$ cat config.mk
export PLATFORM = sky130hd
export DESIGN_NAME = can_boff_recovery
export DESIGN_NICKNAME = d
export VERILOG_FILES = /design/src/rtl/boff_pkg.sv /design/src/rtl/boff_run_counter.sv /design/src/rtl/boff_seq_counter.sv /design/src/rtl/can_boff_recovery.sv
export SDC_FILE = /design/constraint.sdc
export NUM_CORES = 1
export LEC_CHECK = 0
export BUFFER_PORTS_ARGS = -buffer_cell sky130_fd_sc_hd__buf_2
export CAP_MARGIN = 15
export CELL_PAD_IN_SITES_DETAIL_PLACEMENT = 1
export CELL_PAD_IN_SITES_GLOBAL_PLACEMENT = 2
export CORE_MARGIN = 2
export CORE_UTILIZATION = 34
export CTS_BUF_LIST = sky130_fd_sc_hd__clkbuf_8
export DETAILED_ROUTE_END_ITERATION = 7
export PLACE_DENSITY_LB_ADDON = 0.3
export SETUP_SLACK_MARGIN = 0.2
export SLEW_MARGIN = 15
export SYNTH_ARGS = -nofsm -noshare
export SYNTH_HDL_FRONTEND = slang
export SYNTH_SLANG_ARGS = --single-unit
$ cat constraint.sdc
create_clock -name clk -period 1.46 [get_ports clk]
set_input_delay 0.146 -clock clk [delete_from_list [all_inputs] [get_ports clk]]
set_output_delay 0.146 -clock clk [all_outputs]
set_load 0.01 [all_outputs]
$ cat src/rtl/boff_pkg.sv
package boff_pkg;

  // Next value of the recessive-run counter for one sampled bit.
  // A dominant bit restarts the run; a completed run wraps to zero.
  function automatic int unsigned run_step(int unsigned run, logic recessive,
                                           int unsigned len);
    if (!recessive) return 0;
    if (run + 1 >= len) return 0;
    return run + 1;
  endfunction

  // Saturating increment of the sequence counter.
  function automatic int unsigned sat_step(int unsigned cnt, int unsigned top);
    return (cnt >= top) ? top : cnt + 1;
  endfunction

endpackage

$ cat src/rtl/boff_run_counter.sv
module boff_run_counter #(
  parameter int RUN_LEN = 11
) (
  input  logic clk,
  input  logic rst_n,
  input  logic clr,
  input  logic tick,
  input  logic rx_bit,
  output logic seq_done
);
  import boff_pkg::*;

  localparam int RW = (RUN_LEN > 2) ? $clog2(RUN_LEN) : 1;
  localparam logic [RW-1:0] LAST = RW'(RUN_LEN - 1);

  logic [RW-1:0] run_q;

  always_ff @(posedge clk or negedge rst_n) begin
    if (!rst_n)    run_q <= '0;
    else if (clr)  run_q <= '0;
    else if (tick) run_q <= RW'(run_step(32'(run_q), rx_bit, RUN_LEN));
  end

  assign seq_done = !clr && tick && rx_bit && (run_q == LAST);

  assert_run_bounded_R3: assert property (@(posedge clk) disable iff (!rst_n)
    run_q <= LAST);
  assert_dominant_restart_R3: assert property (@(posedge clk) disable iff (!rst_n)
    tick && !rx_bit |=> run_q == '0);
  assert_no_tick_hold_R3: assert property (@(posedge clk) disable iff (!rst_n)
    !tick && !clr |=> $stable(run_q));

endmodule

$ cat src/rtl/boff_seq_counter.sv
module boff_seq_counter #(
  parameter int SEQ_TARGET = 128
) (
  input  logic clk,
  input  logic rst_n,
  input  logic clr,
  input  logic inc,
  output logic full,
  output logic reach
);
  import boff_pkg::*;

  localparam int SW = $clog2(SEQ_TARGET + 1);
  localparam logic [SW-1:0] TOP = SW'(SEQ_TARGET);

  logic [SW-1:0] cnt_q;
  logic [SW-1:0] cnt_next;

  assign cnt_next = SW'(sat_step(32'(cnt_q), SEQ_TARGET));

  always_ff @(posedge clk or negedge rst_n) begin
    if (!rst_n)    cnt_q <= '0;
    else if (clr)  cnt_q <= '0;
    else if (inc)  cnt_q <= cnt_next;
  end

  assign full  = (cnt_q == TOP);
  assign reach = inc && (cnt_next == TOP);

  assert_no_overflow_R8: assert property (@(posedge clk) disable iff (!rst_n)
    cnt_q <= TOP);
  assert_full_sticks_R8: assert property (@(posedge clk) disable iff (!rst_n)
    full && !clr |=> full);

endmodule

$ cat src/rtl/can_boff_recovery.sv
module can_boff_recovery #(
  parameter int RUN_LEN    = 11,
  parameter int SEQ_TARGET = 128
) (
  input  logic clk,
  input  logic rst_n,
  input  logic bit_tick,
  input  logic rx_bit,
  input  logic enter_boff,
  input  logic recov_hold,
  output logic bus_off,
  output logic rejoin,
  output logic ec_clear
);

  logic boff_q, lock_q, rejoin_q, clr_q;

  // Named internal events
  logic start_ev;    // accepted bus-off entry
  logic release_ev;  // host drops the latched hold
  logic late_ev;     // release after the count has saturated
  logic seq_done;    // one full recessive run completed
  logic seq_full;    // sequence counter saturated
  logic seq_reach;   // this sequence brings the count to target
  logic rejoin_ev;   // leave bus-off now

  assign start_ev   = enter_boff && !boff_q;
  assign release_ev = boff_q && lock_q && !recov_hold;
  assign late_ev    = release_ev && seq_full;
  assign rejoin_ev  = boff_q && !lock_q && seq_reach;

  boff_run_counter #(.RUN_LEN(RUN_LEN)) u_run (
    .clk      (clk),
    .rst_n    (rst_n),
    .clr      (!boff_q || late_ev),
    .tick     (bit_tick),
    .rx_bit   (rx_bit),
    .seq_done (seq_done)
  );

  boff_seq_counter #(.SEQ_TARGET(SEQ_TARGET)) u_seq (
    .clk   (clk),
    .rst_n (rst_n),
    .clr   (!boff_q),
    .inc   (seq_done),
    .full  (seq_full),
    .reach (seq_reach)
  );

  always_ff @(posedge clk or negedge rst_n) begin
    if (!rst_n) begin
      boff_q   <= 1'b0;
      lock_q   <= 1'b0;
      rejoin_q <= 1'b0;
      clr_q    <= 1'b0;
    end else begin
      rejoin_q <= rejoin_ev;
      clr_q    <= rejoin_ev;
      if (start_ev) begin
        boff_q <= 1'b1;
        lock_q <= recov_hold;
      end else if (rejoin_ev) begin
        boff_q <= 1'b0;
        lock_q <= 1'b0;
      end else if (release_ev) begin
        lock_q <= 1'b0;
      end
    end
  end

  assign bus_off  = boff_q;
  assign rejoin   = rejoin_q;
  assign ec_clear = clr_q;

  assert_enter_sets_R2: assert property (@(posedge clk) disable iff (!rst_n)
    enter_boff && !bus_off |=> bus_off);
  assert_rejoin_edge_R5: assert property (@(posedge clk) disable iff (!rst_n)
    rejoin |-> !bus_off && $past(bus_off));
  assert_rejoin_single_R5: assert property (@(posedge clk) disable iff (!rst_n)
    rejoin |=> !rejoin);
  assert_clear_single_R5: assert property (@(posedge clk) disable iff (!rst_n)
    ec_clear |=> !ec_clear);
  assert_hold_blocks_R6: assert property (@(posedge clk) disable iff (!rst_n)
    bus_off && lock_q && recov_hold |=> bus_off);
  assert_no_relock_R9: assert property (@(posedge clk) disable iff (!rst_n)
    bus_off && !lock_q |=> !lock_q);
  assert_idle_quiet_R11: assert property (@(posedge clk) disable iff (!rst_n)
    !bus_off |=> !rejoin && !ec_clear);

endmodule

# Word level (Yosys, flattened, before mapping)
# Cells that the tools add are included.
totals:
  register_bits: 15
  in_bits: 6
  output_inout_bits: 3
classes:
  add_sub_neg: 2
  n_lt_le_gt_ge: 2
  n_eq_ne: 4
  n_mux: 19
  reduce_logical: 18
op_table:
  columns: ["operator", "count"]
  rows:
  - ["$mux W8", 3]
  - ["$eq A8 B8 Y1 const B", 2]
  - ["$mux W4", 4]
  - ["$mux W1", 12]
  - ["$logic_and A1 B1 Y1", 10]
  - ["$add A8 B1 Y8 const B", 1]
  - ["$ge A8 B8 Y1 const B", 1]
  - ["$add A4 B1 Y5 const B", 1]
  - ["$ge A5 B4 Y1 const B", 1]
  - ["$eq A4 B4 Y1 const B", 1]
  - ["$logic_not A1 Y1", 4]
  - ["$reduce_bool A2 Y1", 2]
  - ["$reduce_bool A3 Y1", 1]
  - ["$ne A2 B1 Y1 const B", 1]
  - ["$logic_or A1 B1 Y1", 1]

# Longest topological paths before layout
# Gate-level depths: netlist of the first run.
logic_depth:
  word_depth: 12
  depth_mapped: 6

# By module
# A second synthesis of the first run with hierarchy kept.
unflattened:
  hier_cells: 101
  hier_area_um2: 960.9
by_module_without_submodules:
  columns: ["module", "n_inst", "cells_each", "area_per_inst_um2", "seq_area_each_um2"]
  rows:
  - ["boff_seq_counter", 1, 58, 523.0, 200.2]
  - ["boff_run_counter", 1, 30, 304.0, 100.1]
  - ["can_boff_recovery", 1, 13, 133.9, 75.1]

# Worst setup path before layout of the first run
# Ideal clock, no wire load.
synth_path:
  path_type: "reg2reg"
  startpoint: "reg u_seq.cnt_q[6]"
  endpoint: "reg u_run.run_q[1]"
  setup_ns: 0.128
  arrival_ns: 1.390
  required_ns: 1.332
  slack_ns: -0.058
  path_stages_with_launch: 5
  path_buffers: 0
  period_less_slack_ns: 1.518
  path_cell_list: "dfrtp_1 or3_4 or3_4 nor3b_1 o2bb2ai_1"
synth_via:
  elab_chain_len: 4
  elab_cells_between_ends: 5
  cone_classes: "eq/ne: 1; mux: 1; reduce/logical: 3"
synth_rtl:
  columns: ["item", "line", "text"]
  rows:
  - ["start, declared", "boff_seq_counter.sv:16", "logic [SW-1:0] cnt_q;"]
  - ["start signal, assigned", "boff_seq_counter.sv:24", "else if (inc) cnt_q <= cnt_next;"]
  - ["$eq A8 B8 Y1 (*)", "boff_seq_counter.sv:27", "assign full = (cnt_q == TOP);"]
  - ["$logic_and A1 B1 Y1 (*)", "can_boff_recovery.sv:29", "assign late_ev = release_ev && seq_full;"]
  - ["$logic_or A1 B1 Y1 (*)", "can_boff_recovery.sv:35", ".clr (!boff_q || late_ev),"]
  - ["$mux W4 / $reduce_bool A2 Y1 (equally long branches)", null, null]
  - ["end signal, assigned", "boff_run_counter.sv:21", "else if (tick) run_q <= RW'(run_step(32'(run_q), rx_bit, RUN_LEN));"]
  - ["end, declared", "boff_run_counter.sv:16", "logic [RW-1:0] run_q;"]
# Every way passes the cells marked *; elsewhere a longest branch is shown, timed or not.
# A chain may end at the register's enable or synchronous reset.

# Worst setup path after layout of the first run
layout_path:
  startpoint: "reg u_seq.cnt_q[6]"
  endpoint: "reg u_seq.cnt_q[6]"
layout_via:
  elab_chain_len: 8
  elab_cells_between_ends: 13
  cone_classes: "add/sub: 1; order compare: 1; eq/ne: 2; mux: 3; reduce/logical: 6"
layout_rtl:
  columns: ["item"]
  rows:
  - ["branches (longest 8 deep; another with $add A8 B1 Y8)"]
# Several ways; the timed one is not identified. The select of a mux whose other input is x is not followed.

==> impl_metrics.yaml, run 1 <==
status:
  status: "finished, violations left"
  violations: "setup timing"
layout:
  final_nets: 155
  nFillCells: 308
  area_growth_syn_to_layout_pct: 63.55
  antenna_cells: 0
  drive_gt1_share_pct: 55.56
  final_util_pct: 57.39
  fin_cells: 175
yosys:
  synth_common_cells: "15 x dfrtp_1, 8 x nor2_1, 7 x inv_1, 7 x o21ai_0"
  async_flop_share_pct: 100.0
  syn_area_sq_um: 950.9
  syn_area_per_cell_sq_um: 9.605
  synth_warnings: 0
  synth-edff-count: 0
  syn_inst: 99
  synthMostInstantiatedCell: "dfrtp_1"
  synth.top_cell.area_share_pct: 39.47
  ys_types: 38
  yosysSeqAreaShare_pct: 39.47
  syn-num-nets: 109
  synth-main-ff-cell: "dfrtp_1"
  ys_seq_elements: 15
  yosysTopAreaCell: "dfrtp_1"
  ys_top_cells_by_area: "dfrtp_1 39%, ha_1 5.3%, o21ai_0 3.7%"
place:
  pre_cts_ws_ns: -0.2735
  dp_hpwl_mm: 2.268
  gp_congestion: 0.8041
  portBuffers: 8
  dp.cells: 161
clock_network:
  h-tree-depth: 1
  ctsRootBufferMaster: "clkbuf_8"
  clk_transition_reported_paths_ns: 0.07
  clock_path_buffers: 2
  clock_sink_count: 15
  cts_made_buffers: 3
  clkLatencyLatePin_ns: 0.26
  cts_tree: "yes"
global_route:
  grt_max_degree: 16
  grt_overflow_total: 0
  antenna_found_initial: 0
  grt_pass1_wl_mm: 5.892
  grt_pass1_vias: 1145
  grtUsageTotal_pct: 23.88
floorplanning:
  ios: 9
  rows: 19
  start_util_pct: 35.09
  design.core.area_sq_um: 2710
  die_x_um: 56.89
  die_area_sq_um: 3236
  die_h_um: 56.89
power:
  ir_drop_v: 0.0005146
  p_leak_nw: 0.6596
  p_per_area_nw_per_um2: 675.0
critical_path:
  worstPathMaxFanout: 4
  path_class: "flip-flop to flip-flop"
  crit_arrival_ns: 1.81
  startpoint_type: "flip-flop"
  end_kind: "flip-flop"
  r2r_cells: 5
  crit_required_ns: 1.59
detailed_routing:
  drt_iter0_markers: 27
  dr.pass1.iters: 4
  wl_mm: 3.597
  via_per_inst: 5.909
  vias: 1034
  drc_errors: 0
  ant_nets: 0
  wl_per_cell_um: 20.55
min_path:
  hp-class: "input pin to flip-flop"
  whs_path_depth: 3
sta:
  fin_crit_ns: 1.679
  fin_tns_setup_ns: -1.806
  worstMarginPinSlew_ns: 0.3478
  finalMaxSlewViolations: 0
  grt_setup_unrepaired: "true"
  fin_skew_ns: 0.01103
  fin_ws_ns: -0.2192
  hold_viol: 0
  relSlewSlack_pct: 76.15
  setup_viol: 14
  fmaxAchievable_mhz: 595.5
  fin_crit_sh_pct: 115.0
job:
  drv_cap: 0
==> path summary, 6_finish.rpt <==
check	from	end	slack [ns]
worst max-delay path	u_seq.cnt_q[6]	u_seq.cnt_q[6]	-0.22
worst min-delay path	enter_boff	lock_q	0.17
worst max register to register	u_seq.cnt_q[6]	u_seq.cnt_q[6]	-0.22
worst min register to register	u_seq.cnt_q[5]	u_seq.cnt_q[5]	0.64
max in group asynchronous	rst_n	u_seq.cnt_q[1]	0.83
min in group asynchronous	rst_n	u_seq.cnt_q[5]	0.33
==> flip-flops by register name (all words and copies together), names as in the netlist <==
register	count
bus_off	1
ec_clear	1
lock_q	1
u_run.run_q	4
u_seq.cnt_q	8
==> per-stage QoR <==
stage | hold WS, ns | total power, mW | cell area (sq um)
6_report | 0.1660 | 1.050 | 1555
3_5_place_dp | 0.08095 | 0.5917 | 1224
4_1_cts | 0.1514 | 0.9887 | 1400
5_1_grt | 0.1780 | 1.088 | 1555
3_3_place_gp | 0.07659 | 0.5837 | 1224
2_1_floorplan | -0.1496 | 0.5045 | 968.4
==> cells by family (layout without fill, tap and decap cells) <==
group           count (synthesis)  count (layout)  share of synthesized area, %
compound gates                 29              29                         22.90
fa+ha+maj                       4               4                         5.263
mux                             2               2                         2.105
xor+xnor                        2               2                         1.842
simple gates                   37              37                         23.68
buf+inv                        10              55                         4.737
flops                          15              15                         39.47
==> layout by cell type, fill, tap and decap left out, types with 3 or more instances in the layout <==
| master | Yosys | layout |
|---|---|---|
| dfrtp_1 | 15 | 12 |
| dfrtp_2 | 0 | 3 |
| clkbuf_8 | 0 | 3 |
| nand3b_1 | 3 | 3 |
| a21oi_1 | 3 | 3 |
| inv_1 | 7 | 6 |
| buf_2 | 0 | 8 |
| nor2_2 | 1 | 3 |
| ha_4 | 0 | 3 |
| nand3_1 | 4 | 3 |
| buf_6 | 0 | 5 |
| and3_1 | 4 | 3 |
| o21ai_0 | 7 | 3 |
| nand2_1 | 4 | 4 |
| buf_4 | 2 | 30 |
| nor2_1 | 8 | 5 |
==> worst max-delay path, cell delays in order (launching register included) <==
cell      delay [ns]
dfrtp_1         0.39
or3_4           0.43
o31a_1          0.37
buf_4           0.18
o211ai_1        0.10
a21oi_1         0.09
==> timing repair <==
item / 4_1_cts / 5_1_grt
resized for setup: 20 / 26
setup buffers: 5 / 4
hold buffers: 1 / 0
endpoints found under the setup margin: 14 / 14
pin swaps: 4 / 8
endpoints found under the hold margin: 15 / 0
==> where the power goes <==
part | total (mW) | switching, mW | internal (mW) | leakage (nW)
Combinational | 0.242 | 0.105 | 0.137 | 0.436
Clock | 0.362 | 0.174 | 0.187 | 0.0269
Sequential | 0.447 | 0.0180 | 0.429 | 0.196
Total | 1.05 | 0.297 | 0.753 | 0.660
==> metal layers <==
| layer | part of all wire (%) | GRT usage [%] | vias up |
|---|---|---|---|
| li1 | - | - | 465 |
| met1 | 39 | 27.67 | 530 |
| met2 | 55 | 41.87 | 26 |
| met3 | 2.7 | 3.687 | 13 |
| met4 | 3.0 | 12.29 | 0 |
| met5 | 0 | 0 | - |
==> area by class of cell <==
cell class              count  area [sq um]  share of cell area (%)
well taps                  31         38.79                   2.494
clock buffers               3         41.29                   2.655
flip-flops and latches     15         379.1                   24.38
repair buffers             44         331.6                   21.32
multi-input cells          74         734.5                   47.22
inverters                   7         26.28                   1.689
clock inverters             1         3.754                  0.2414
Power figures use the tool's default switching activity.
==> run 2: changes to the inputs <==
--- a/config.mk
+++ b/config.mk
@@ -13,7 +13,9 @@
 export CORE_UTILIZATION = 34
 export CTS_BUF_LIST = sky130_fd_sc_hd__clkbuf_8
 export DETAILED_ROUTE_END_ITERATION = 7
+export MAX_ROUTING_LAYER = met4
 export PLACE_DENSITY_LB_ADDON = 0.3
+export REMOVE_ABC_BUFFERS = 1
 export SETUP_SLACK_MARGIN = 0.2
 export SLEW_MARGIN = 15
 export SYNTH_ARGS = -nofsm -noshare
==> run 2 against run 1 <==
Routed wire length fell by 18%. First-iteration DRC count shrank 7.4%. Clock skew fell by 0.0065 ns. Power down 8.2%. Clock power down 2%. Final area decreased by 8.4%. Non-clock buffer count down 10. Global-route usage shrank 3.5 points. Core utilization is 4.8 points lower. The run still ends with setup timing left. Die area is the same. Sequential power fell by 2%.
==> impl_metrics.yaml, run 2 (synthesized netlist as in run 1, its figures left out) <==
power:
  combinationalPowerShare_pct: 17.6
  p_int_mw: 0.7021
  switching_share_pct: 27.15
  seq_power_share_pct: 45.5
  clkPwrFrac_pct: 36.8
  p_per_area_nw_per_um2: 676.3
  power_switching_mw: 0.2617
  ir_drop_v: 0.0004728
  p_leak_nw: 0.6051
sta:
  fin_skew_ns: 0.004485
  worstMarginPinSlew_ns: 0.3817
  fin_ws_ns: -0.1052
  hold_viol: 0
  setup_viol: 13
  fmaxAchievable_mhz: 638.9
  fin_crit_ns: 1.565
  finalMaxSlewViolations: 0
  fin_tns_setup_ns: -0.7306
  fin_crit_sh_pct: 107.2
  grt_setup_unrepaired: "true"
  relSlewSlack_pct: 74.55
global_route:
  antenna_found_initial: 0
  grt_overflow_total: 0
  grtUsageTotal_pct: 20.34
  grt_max_degree: 16
  grt_pass1_wl_mm: 4.871
  grt_pass1_vias: 1010
detailed_routing:
  vias: 947
  m1WireLength_mm: 1.294
  dr.pass1.iters: 4
  wl_per_cell_um: 17.92
  dr_wl_met2_mm: 1.566
  drc_errors: 0
  via_per_inst: 5.739
  highest_layer: "met4"
  wl_mm: 2.957
  wl_met3_um: 58
  ant_nets: 0
  drt_iter0_markers: 25
layout:
  antenna_cells: 0
  area_growth_syn_to_layout_pct: 49.87
  top_register: "u_seq.cnt_q"
  mostFrequentLayoutCells: "22 x buf_4, 15 x dfrtp_1, 8 x buf_2"
  final_common_cell: "buf_4"
  final_util_pct: 52.59
  reg_top3: "u_seq.cnt_q: 8 flops, u_run.run_q: 4 flops"
  final_nets: 145
  drive_gt1_share_pct: 47.76
  largest_reg_flops: 8
  nFillCells: 322
  postLayoutCellArea_sq_um: 1425
critical_path:
  crit_required_ns: 1.59
  startpoint_type: "flip-flop"
  path_class: "flip-flop to flip-flop"
  end_kind: "flip-flop"
  worstPathMaxFanout: 4
  reg2reg_from: "u_seq.cnt_q[3]"
  crit_arrival_ns: 1.69
  critPathLaunch: "u_seq.cnt_q[3]"
floorplanning:
  rows: 19
  die_h_um: 56.89
  die_area_sq_um: 3236
  ios: 9
  design.core.area_sq_um: 2710
  start_util_pct: 35.09
  die_x_um: 56.89
place:
  dp_hpwl_mm: 2.092
  placed_area_sq_um: 1169
  gp_congestion: 0.8280
  portBuffers: 8
  pre_cts_ws_ns: -0.3293
min_path:
  min_from: "enter_boff"
  hp-class: "input pin to flip-flop"
clock_network:
  cts_made_buffers: 3
  clkLatencyLatePin_ns: 0.26
  clock_path_buffers: 2
  cts_tree: "yes"
  clk_transition_reported_paths_ns: 0.07
  h-tree-depth: 1
  ctsRootBufferMaster: "clkbuf_8"
  clock_sink_count: 15
status:
  status: "finished, violations left"
  violations: "setup timing"
job:
  drv_cap: 0
## run 2: worst max-delay path, cell delays in order, from the launching register on
cell      delay [ns]
dfrtp_1         0.38
or3_4           0.41
o31a_1          0.32
buf_4           0.15
o211ai_1        0.08
a21oi_1         0.09
## run 2: repair_timing
action / CTS / global route
resized for setup: 28 / 14
buffers inserted: 3 / 1
endpoints found under the setup margin: 14 / 14
hold endpoints to repair: 15 / 0
hold buffers: 1 / 0
pin swaps: 7 / 7
## run 2: per-stage QoR
| stage | instances | hold slack [ns] | power (mW) |
|---|---|---|---|
| 3_3_place_gp | 156 | 0.08154 | 0.5653 |
| 5_1_grt | 165 | 0.1815 | 1.006 |
| 3_5_place_dp | 156 | 0.09058 | 0.5720 |
| 4_1_cts | 164 | 0.1614 | 0.9472 |
| 6_report | 165 | 0.1535 | 0.9638 |
| 2_1_floorplan | 96 | -0.1496 | 0.5019 |
## run 2: power groups by stage
stage | clock (mW) | combinational (mW) | sequential [mW]
floorplan | 0 | 0.0559 | 0.446
global placement | 0 | 0.119 | 0.446
detailed placement | 0 | 0.125 | 0.447
CTS | 0.350 | 0.158 | 0.439
global route | 0.380 | 0.185 | 0.441
finish | 0.355 | 0.170 | 0.439
## run 2: worst paths after layout
path | end | slack, ns | cells past startpoint
max | u_seq.cnt_q[6] | -0.11 | 5
min | lock_q | 0.15 | 3
max reg2reg | u_seq.cnt_q[6] | -0.11 | 5
min reg2reg | u_run.run_q[0] | 0.61 | 2
max in group asynchronous | lock_q | 0.85 | 2
min in group asynchronous | u_seq.cnt_q[1] | 0.34 | 2
## run 2: routing by layer
| layer | vias up | global-route usage (%) |
|---|---|---|
| li1 | 446 | - |
| met1 | 486 | 23.71 |
| met2 | 11 | 35.30 |
| met3 | 4 | 3.226 |
| met4 | 0 | 6.977 |
| met5 | - | - |
## run 2: layout make-up
cell class / instances / area (sq um) / share of cell area [%]
multi-input cells: 74 / 690.7 / 48.46
flip-flops and latches: 15 / 375.4 / 26.34
repair buffers: 34 / 249.0 / 17.47
clock buffers: 3 / 41.29 / 2.897
well taps: 31 / 38.79 / 2.722
inverters: 7 / 26.28 / 1.844
clock inverters: 1 / 3.754 / 0.2634
